$ cat src/rtl/pis_pkg.sv
package pis_pkg;

  typedef enum logic [3:0] {
    ST_IDLE,
    ST_OFF_W1,
    ST_OFF_W2,
    ST_OFF_W3,
    ST_ON_W1,
    ST_ON_W2,
    ST_ON_ISO,
    ST_ON_RST,
    ST_ON_CLK
  } seq_state_t;

endpackage

$ cat src/rtl/pis_delay.sv
module pis_delay #(
  parameter int unsigned CW = 8
) (
  input  logic          clk,
  input  logic          rst_n,
  input  logic          load,
  input  logic [CW-1:0] load_val,
  output logic          expired
);

  logic [CW-1:0] cnt;

  always_ff @(posedge clk) begin
    if (!rst_n) begin
      cnt <= '0;
    end else if (load) begin
      cnt <= load_val;
    end else if (cnt != '0) begin
      cnt <= cnt - CW'(1);
    end
  end

  assign expired = (cnt == '0);

endmodule

$ cat src/rtl/pis_bank_field.sv
module pis_bank_field (
  input  logic       clk,
  input  logic       rst_n,
  input  logic       boot_up,
  input  logic       pd_set,
  input  logic       pd_clr,
  output logic [1:0] field
);

  always_ff @(posedge clk) begin
    if (!rst_n) begin
      field <= boot_up ? 2'b00 : 2'b11;
    end else if (pd_set) begin
      field <= 2'b11;
    end else if (pd_clr) begin
      field <= 2'b00;
    end
  end

endmodule

$ cat src/rtl/pis_fsm.sv
module pis_fsm
  import pis_pkg::*;
#(
  parameter int unsigned   CW        = 8,
  parameter logic [CW-1:0] SETTLE_LD = '0,
  parameter logic [CW-1:0] CLKOFF_LD = '0
) (
  input  logic          clk,
  input  logic          rst_n,
  input  logic          boot_on,
  input  logic          cfg_has_clk,
  input  logic          req_on,
  input  logic          req_off,
  input  logic          req_sd,
  input  logic          tmr_expired,
  output logic          tmr_load,
  output logic [CW-1:0] tmr_val,
  output logic          mem_set,
  output logic          mem_clr,
  output logic          sleep_r,
  output logic          iso_r,
  output logic          rst_r,
  output logic          clk_en,
  output logic          always_on,
  output logic          done,
  output logic          busy
);

  seq_state_t st;
  logic idle, sd_hit, off_hit, on_hit, go_off, go_on, ack;

  assign idle    = (st == ST_IDLE);
  assign sd_hit  = req_sd;
  assign off_hit = !req_sd && req_off;
  assign on_hit  = !req_sd && !req_off && req_on;

  assign go_off = idle && !sleep_r && (sd_hit || (off_hit && !always_on));
  assign go_on  = idle && on_hit && sleep_r;
  assign ack    = idle && ((off_hit && sleep_r) || (on_hit && !sleep_r));
  assign busy   = !idle;

  always_comb begin
    tmr_load = 1'b0;
    tmr_val  = SETTLE_LD;
    mem_set  = 1'b0;
    mem_clr  = 1'b0;
    case (st)
      ST_IDLE:   tmr_load = go_off || go_on;
      ST_OFF_W1: begin
        mem_set  = tmr_expired;
        tmr_load = tmr_expired;
      end
      ST_OFF_W2: begin
        tmr_load = tmr_expired && cfg_has_clk;
        tmr_val  = CLKOFF_LD;
      end
      ST_ON_W1: begin
        mem_clr  = tmr_expired;
        tmr_load = tmr_expired;
      end
      default: ;
    endcase
  end

  always_ff @(posedge clk) begin
    if (!rst_n) begin
      st        <= ST_IDLE;
      sleep_r   <= !boot_on;
      iso_r     <= !boot_on;
      rst_r     <= !boot_on;
      clk_en    <= boot_on && cfg_has_clk;
      always_on <= boot_on && cfg_has_clk;
      done      <= 1'b0;
    end else begin
      done <= 1'b0;
      case (st)
        ST_IDLE: begin
          if (go_off) begin
            sleep_r   <= 1'b1;
            always_on <= 1'b0;
            st        <= ST_OFF_W1;
          end else if (go_on) begin
            sleep_r <= 1'b0;
            st      <= ST_ON_W1;
          end else if (ack) begin
            done <= 1'b1;
          end
        end
        ST_OFF_W1: if (tmr_expired) st <= ST_OFF_W2;
        ST_OFF_W2: begin
          if (tmr_expired) begin
            iso_r <= 1'b1;
            if (cfg_has_clk) begin
              st <= ST_OFF_W3;
            end else begin
              done <= 1'b1;
              st   <= ST_IDLE;
            end
          end
        end
        ST_OFF_W3: begin
          if (tmr_expired) begin
            clk_en <= 1'b0;
            done   <= 1'b1;
            st     <= ST_IDLE;
          end
        end
        ST_ON_W1: if (tmr_expired) st <= ST_ON_W2;
        ST_ON_W2: begin
          if (tmr_expired) begin
            rst_r <= 1'b1;
            st    <= ST_ON_ISO;
          end
        end
        ST_ON_ISO: begin
          iso_r <= 1'b0;
          st    <= ST_ON_RST;
        end
        ST_ON_RST: begin
          rst_r <= 1'b0;
          st    <= ST_ON_CLK;
        end
        ST_ON_CLK: begin
          clk_en <= cfg_has_clk;
          done   <= 1'b1;
          st     <= ST_IDLE;
        end
        default: st <= ST_IDLE;
      endcase
    end
  end

endmodule

$ cat src/rtl/pwr_island_seq.sv
module pwr_island_seq #(
  parameter int unsigned NBANK     = 4,
  parameter int unsigned CLK_KHZ   = 50000,
  parameter int unsigned SETTLE_US = 20,
  parameter int unsigned CLKOFF_US = 20000
) (
  input  logic               clk,
  input  logic               rst_n,
  input  logic               cfg_has_switch,
  input  logic               cfg_has_clk,
  input  logic               boot_powered,
  input  logic               req_on,
  input  logic               req_off,
  input  logic               req_shutdown,
  output logic               sleep_en,
  output logic [2*NBANK-1:0] mem_pd,
  output logic               iso_en,
  output logic               island_rst,
  output logic               clk_en,
  output logic               busy,
  output logic               done,
  output logic               powered_off,
  output logic               always_on
);

  localparam longint unsigned SETTLE_RAW = (longint'(CLK_KHZ) * SETTLE_US) / 1000;
  localparam longint unsigned CLKOFF_RAW = (longint'(CLK_KHZ) * CLKOFF_US) / 1000;
  localparam longint unsigned SETTLE_CYC = (SETTLE_RAW < 1) ? 1 : SETTLE_RAW;
  localparam longint unsigned CLKOFF_CYC = (CLKOFF_RAW < 1) ? 1 : CLKOFF_RAW;
  localparam longint unsigned MAX_CYC    = (SETTLE_CYC > CLKOFF_CYC) ? SETTLE_CYC : CLKOFF_CYC;
  localparam int unsigned     CW         = $clog2(MAX_CYC + 1);
  localparam logic [CW-1:0]   SETTLE_LD  = CW'(SETTLE_CYC - 1);
  localparam logic [CW-1:0]   CLKOFF_LD  = CW'(CLKOFF_CYC - 1);

  logic          boot_on;
  logic          tmr_load, tmr_expired;
  logic [CW-1:0] tmr_val;
  logic          mem_set, mem_clr;
  logic          sleep_r, iso_r;

  assign boot_on = boot_powered && cfg_has_switch;

  pis_delay #(.CW(CW)) delay_i (
    .clk      (clk),
    .rst_n    (rst_n),
    .load     (tmr_load),
    .load_val (tmr_val),
    .expired  (tmr_expired)
  );

  pis_fsm #(
    .CW        (CW),
    .SETTLE_LD (SETTLE_LD),
    .CLKOFF_LD (CLKOFF_LD)
  ) fsm_i (
    .clk         (clk),
    .rst_n       (rst_n),
    .boot_on     (boot_on),
    .cfg_has_clk (cfg_has_clk),
    .req_on      (req_on),
    .req_off     (req_off),
    .req_sd      (req_shutdown),
    .tmr_expired (tmr_expired),
    .tmr_load    (tmr_load),
    .tmr_val     (tmr_val),
    .mem_set     (mem_set),
    .mem_clr     (mem_clr),
    .sleep_r     (sleep_r),
    .iso_r       (iso_r),
    .rst_r       (island_rst),
    .clk_en      (clk_en),
    .always_on   (always_on),
    .done        (done),
    .busy        (busy)
  );

  for (genvar b = 0; b < NBANK; b++) begin : g_bank
    pis_bank_field field_i (
      .clk     (clk),
      .rst_n   (rst_n),
      .boot_up (boot_on),
      .pd_set  (mem_set),
      .pd_clr  (mem_clr),
      .field   (mem_pd[2*b +: 2])
    );
  end

  assign sleep_en    = sleep_r && cfg_has_switch;
  assign iso_en      = iso_r && cfg_has_switch;
  assign powered_off = sleep_r;

endmodule

$ cat config.mk
export PLATFORM = sky130hd
export DESIGN_NAME = pwr_island_seq
export DESIGN_NICKNAME = d
export VERILOG_FILES = /design/src/rtl/pis_pkg.sv /design/src/rtl/pis_delay.sv /design/src/rtl/pis_bank_field.sv /design/src/rtl/pis_fsm.sv /design/src/rtl/pwr_island_seq.sv
export SDC_FILE = /design/constraint.sdc
export NUM_CORES = 1
export LEC_CHECK = 0
export ABC_AREA = 1
export ABC_CLOCK_PERIOD_IN_PS = 1850
export BUFFER_PORTS_ARGS = -buffer_cell sky130_fd_sc_hd__buf_2
export CORE_AREA = 4 4 67 81
export DETAILED_ROUTE_END_ITERATION = 8
export DIE_AREA = 0 0 71 85
export GPL_TIMING_DRIVEN = 0
export PLACE_DENSITY = 0.75
export REMOVE_ABC_BUFFERS = 1
export SLEW_MARGIN = 0
export SYNTH_ARGS = -nofsm -noshare
export SYNTH_HDL_FRONTEND = slang
export SYNTH_HIERARCHICAL = 1
export SYNTH_SLANG_ARGS = --single-unit
$ cat constraint.sdc
create_clock -name clk -period 1.85 [get_ports clk]
set_input_delay 0.0925 -clock clk [delete_from_list [all_inputs] [get_ports clk]]
set_output_delay 0.0925 -clock clk [all_outputs]
set_load 0.01 [all_outputs]
==> key figures <==
Global route
  – Most used routing layer: met2
  – Vias in the first global route: 2012
  – Pin count of the biggest net entering global routing: 28
  – GRT Resource Usage Total: ~18%
  – First-pass GRT wire length: 8650 µm
  – Global route overflow: 0
  – Met2 Track Usage GR: 32.8%
  – Met3 Resource Use GR: under 10%
  – Global Route met1 Usage: between 20% and 30%
  – Initial antenna violation count: 0

Clock network
  – H-tree Lvls: 2
  – Clock transition at path regs: roughly 0.07 ns
  – CTS tree: built
  – Bufs on Longest Clock Path: 2
  – CTS buffer count: 5
  – CTS root buf: clkbuf_8
  – # hold bufs at CTS: 0
  – CTS sink count: 34
  – Insertion delay to the later sink of the worst-skew pair: between 0.2 and 0.3 ns

Floorplanning
  – Die area: 6040 µm²
  – Initial Util: 52.5%
  – # rows: 27
  – Core box area: roughly 4600 µm²
  – Num ports: 24
  – Die Y: between 80 and 90 µm
  – Die Span X: slightly above 70 µm

Place
  – Post-DP HPWL: 3620 µm
  – Number of port buffers: 23
  – Routability cong.: approximately 0.9

Cells and area
  – Area growth, synth to finish: 10.6%
  – Nets: 389
  – Final core utilization: 58.1%
  – Ratio of cells with drive above 1 in the final layout: 24.2%
  – Antenna Cells: 0

Worst setup path
  – Critical path class: flip-flop to flip-flop
  – Critical path required time: 1.85 ns
  – Crit path max-delay cell type: dfxtp_1
  – Crit. End Element: flip-flop
  – Crit path arrival time: approximately 1.8 ns
  – Startpoint types: flip-flop
  – Worst-path cell chain: nor2_4 > nand2_1 > nor2_4 > nand3_4 > inv_4 > inv_2 > nor3_2 > nor2_1 > nand2_1
  – Worst path max stage delay: 0.36 ns
  – R2R cell count: 9
  – Worst-path maximum fanout: 6

Logic synthesis
  – Top-area cell type share of the netlist area: 20.7%
  – Post-synthesis mux area share: 0%
  – Synth Area in XOR/XNOR: under 10%
  – Most common cell in the netlist: nand2_1
  – Yosys warns: 6
  – Largest family of logic cells by synthesized area: simple AND/OR/NAND/NOR gates
  – Ranking of synthesized cells by area: dfxtp_1 (21%), nand2_1 (16%), edfxtp_1 (11%)
  – Ys flop type: dfxtp_1
  – Synth Area in Simple Gates: between 30% and 40%
  – Post-synth EDFFs: 9
  – Cell count after synthesis: between 300 and 400
  – Mapped Area: ~2400 µm²
  – Most area-hungry cell type in the Yosys netlist: dfxtp_1
  – Post-Synth Adder-Cell Area: 1.04%
  – Syn_area_per_cell: about 6.7 µm²
  – Post-synth cell types: 37
  – Post-synth ARST share: 0%
  – Seq cells post-synth: 34
  – Synth Area in Compound Gates: between 8 and 9%
  – Sequential fraction of the synthesis area: about a third
  – Top post-synthesis cells by count: nand2_1 (103), nor2_1 (40), inv_1 (34), dfxtp_1 (25), buf_4 (23)

Timing
  – RSZ-0062 raised after global routing: yes
  – Slew Viols, Final: 0
  – FMAX: 563 MHz
  – Final Hold Vio Count: 0
  – Worst slew margin: 65.2%
  – Ratio of final minimum period to clock period: 96.1%
  – Slew @ Worst Pin: slightly above 0.5 ns
  – Final Critical Period: 1.78 ns
  – Setup violations, final: 0
  – Min Hold Slack: about 0.16 ns
  – Setup Skew: 0.00689 ns

Pwr
  – Maximum VDD drop: 841 µV
  – Leakage: between 1 and 1.5 nW
  – Pwr/cell area: between 1500 and 2000 nW/µm²

Route
  – ANT nets after route: 0
  – Vias post-DR: 2187
  – DR WL/cell: 12.1 µm
  – Drt drc: 0
  – Starting DRT DRC Count: 110
  – Total routed wirelength: 5300 µm
  – Via-to-Cell Ratio: 4.99
  – DR pass1 iterations: 4

Hold path
  – Hold Path Cell Cnt: 3
  – Hold/Removal Path Class: input pin to flip-flop

Job
  – Max_cap viols: 0

Run status
  – Status: completed
[critical path: cells and delay by family, from the launching register on]
kind	cells	cell delay [ns]
AND/OR/NAND/NOR	7	0.94
flip-flops	1	0.36
buffers and inverters	2	0.19
[cell families after synthesis]
family | after synthesis
other | 2
buffers and inverters | 69
DFF | 34
adders and majority gates | 2
xor gates and xnor gates | 12
and+or+nand+nor | 200
AOI/OAI and AO/OA | 39
[cells in the final DEF, fill, tap and decap left out, types with 2 or more instances in the layout]
cell      count
a21oi_1      22
buf_2        23
buf_4         8
clkbuf_8      5
clkinv_2      3
conb_1       10
dfxtp_1      21
dfxtp_2       4
edfxtp_1      9
ha_1          2
inv_1        30
inv_2         8
inv_4         2
nand2_1      99
nand2_2       8
nand2_4       4
nand3_1      15
nand3_2       3
nand3b_1      6
nand4_1       5
nor2_1       37
nor2_2        8
nor2_4        9
nor3_1        2
nor3_2        2
o21ai_0       6
o21ai_1       7
xnor2_1       5
xor2_1        7
[worst paths after layout]
| kind | from | slack [ns] | to |
|---|---|---|---|
| worst max register to register | delay_i/cnt[9] | 0.07 | fsm_i/clk_en |
| worst max-delay path | delay_i/cnt[9] | 0.07 | fsm_i/clk_en |
| worst min register to register | delay_i/cnt[1] | 0.51 | delay_i/cnt[1] |
| worst min-delay path | cfg_has_clk | 0.16 | fsm_i/always_on |
[where the power goes]
part           switching, mW  internal [mW]
registers              0.225           1.02
logic                   1.81           1.06
clock network          0.275          0.261
total                   2.31           2.33
[per-layer routing]
| layer | routed length, µm | vias to the layer above |
|---|---|---|
| li1 | - | 1142 |
| met1 | 2250 | 990 |
| met2 | 2730 | 45 |
| met3 | 218 | 10 |
| met4 | 93 | 0 |
| met5 | 0 | - |
[state kept, by name, indices dropped and copies added (netlist names)]
signal                flops
delay_i/cnt              20
fsm_i/always_on           1
fsm_i/clk_en              1
fsm_i/done                1
fsm_i/iso_r               1
fsm_i/rst_r               1
fsm_i/sleep_r             1
fsm_i/st                  4
g_bank.field_i/field      4
[repair_timing]
| action | CTS | global route |
|---|---|---|
| gates cloned | 1 | 0 |
| pin swaps | 2 | 6 |
| endpoints found under the setup margin | 30 | 24 |
| setup buffers | 1 | 8 |
| resized for setup | 15 | 11 |
[metrics by stage]
stage / TNS (ns) / cells / setup slack, ns / area [µm²] / power, mW
after CTS: 0 / 430 / 0.0349 / 2580 / 4.48
after detailed placement: -14.46 / 420 / -0.738 / 2430 / 3.81
after floorplan: -2.26 / 339 / -0.136 / 2250 / 3.31
after global routing: -0.0627 / 438 / -0.0363 / 2670 / 5.06
after global placement: -13.29 / 420 / -0.659 / 2430 / 3.75
final: 0 / 438 / 0.0730 / 2670 / 4.64
[cell type report]
class | instances | area, µm²
well taps | 58 | 72.6
inverters | 42 | 164
multi-input cells | 264 | 1390
clock buffers | 6 | 72.6
clock inverters | 2 | 10.0
fillers | 464 | 1930
repair buffers | 32 | 186
flip-flops and latches | 34 | 776
Power figures use the tool's default switching activity.
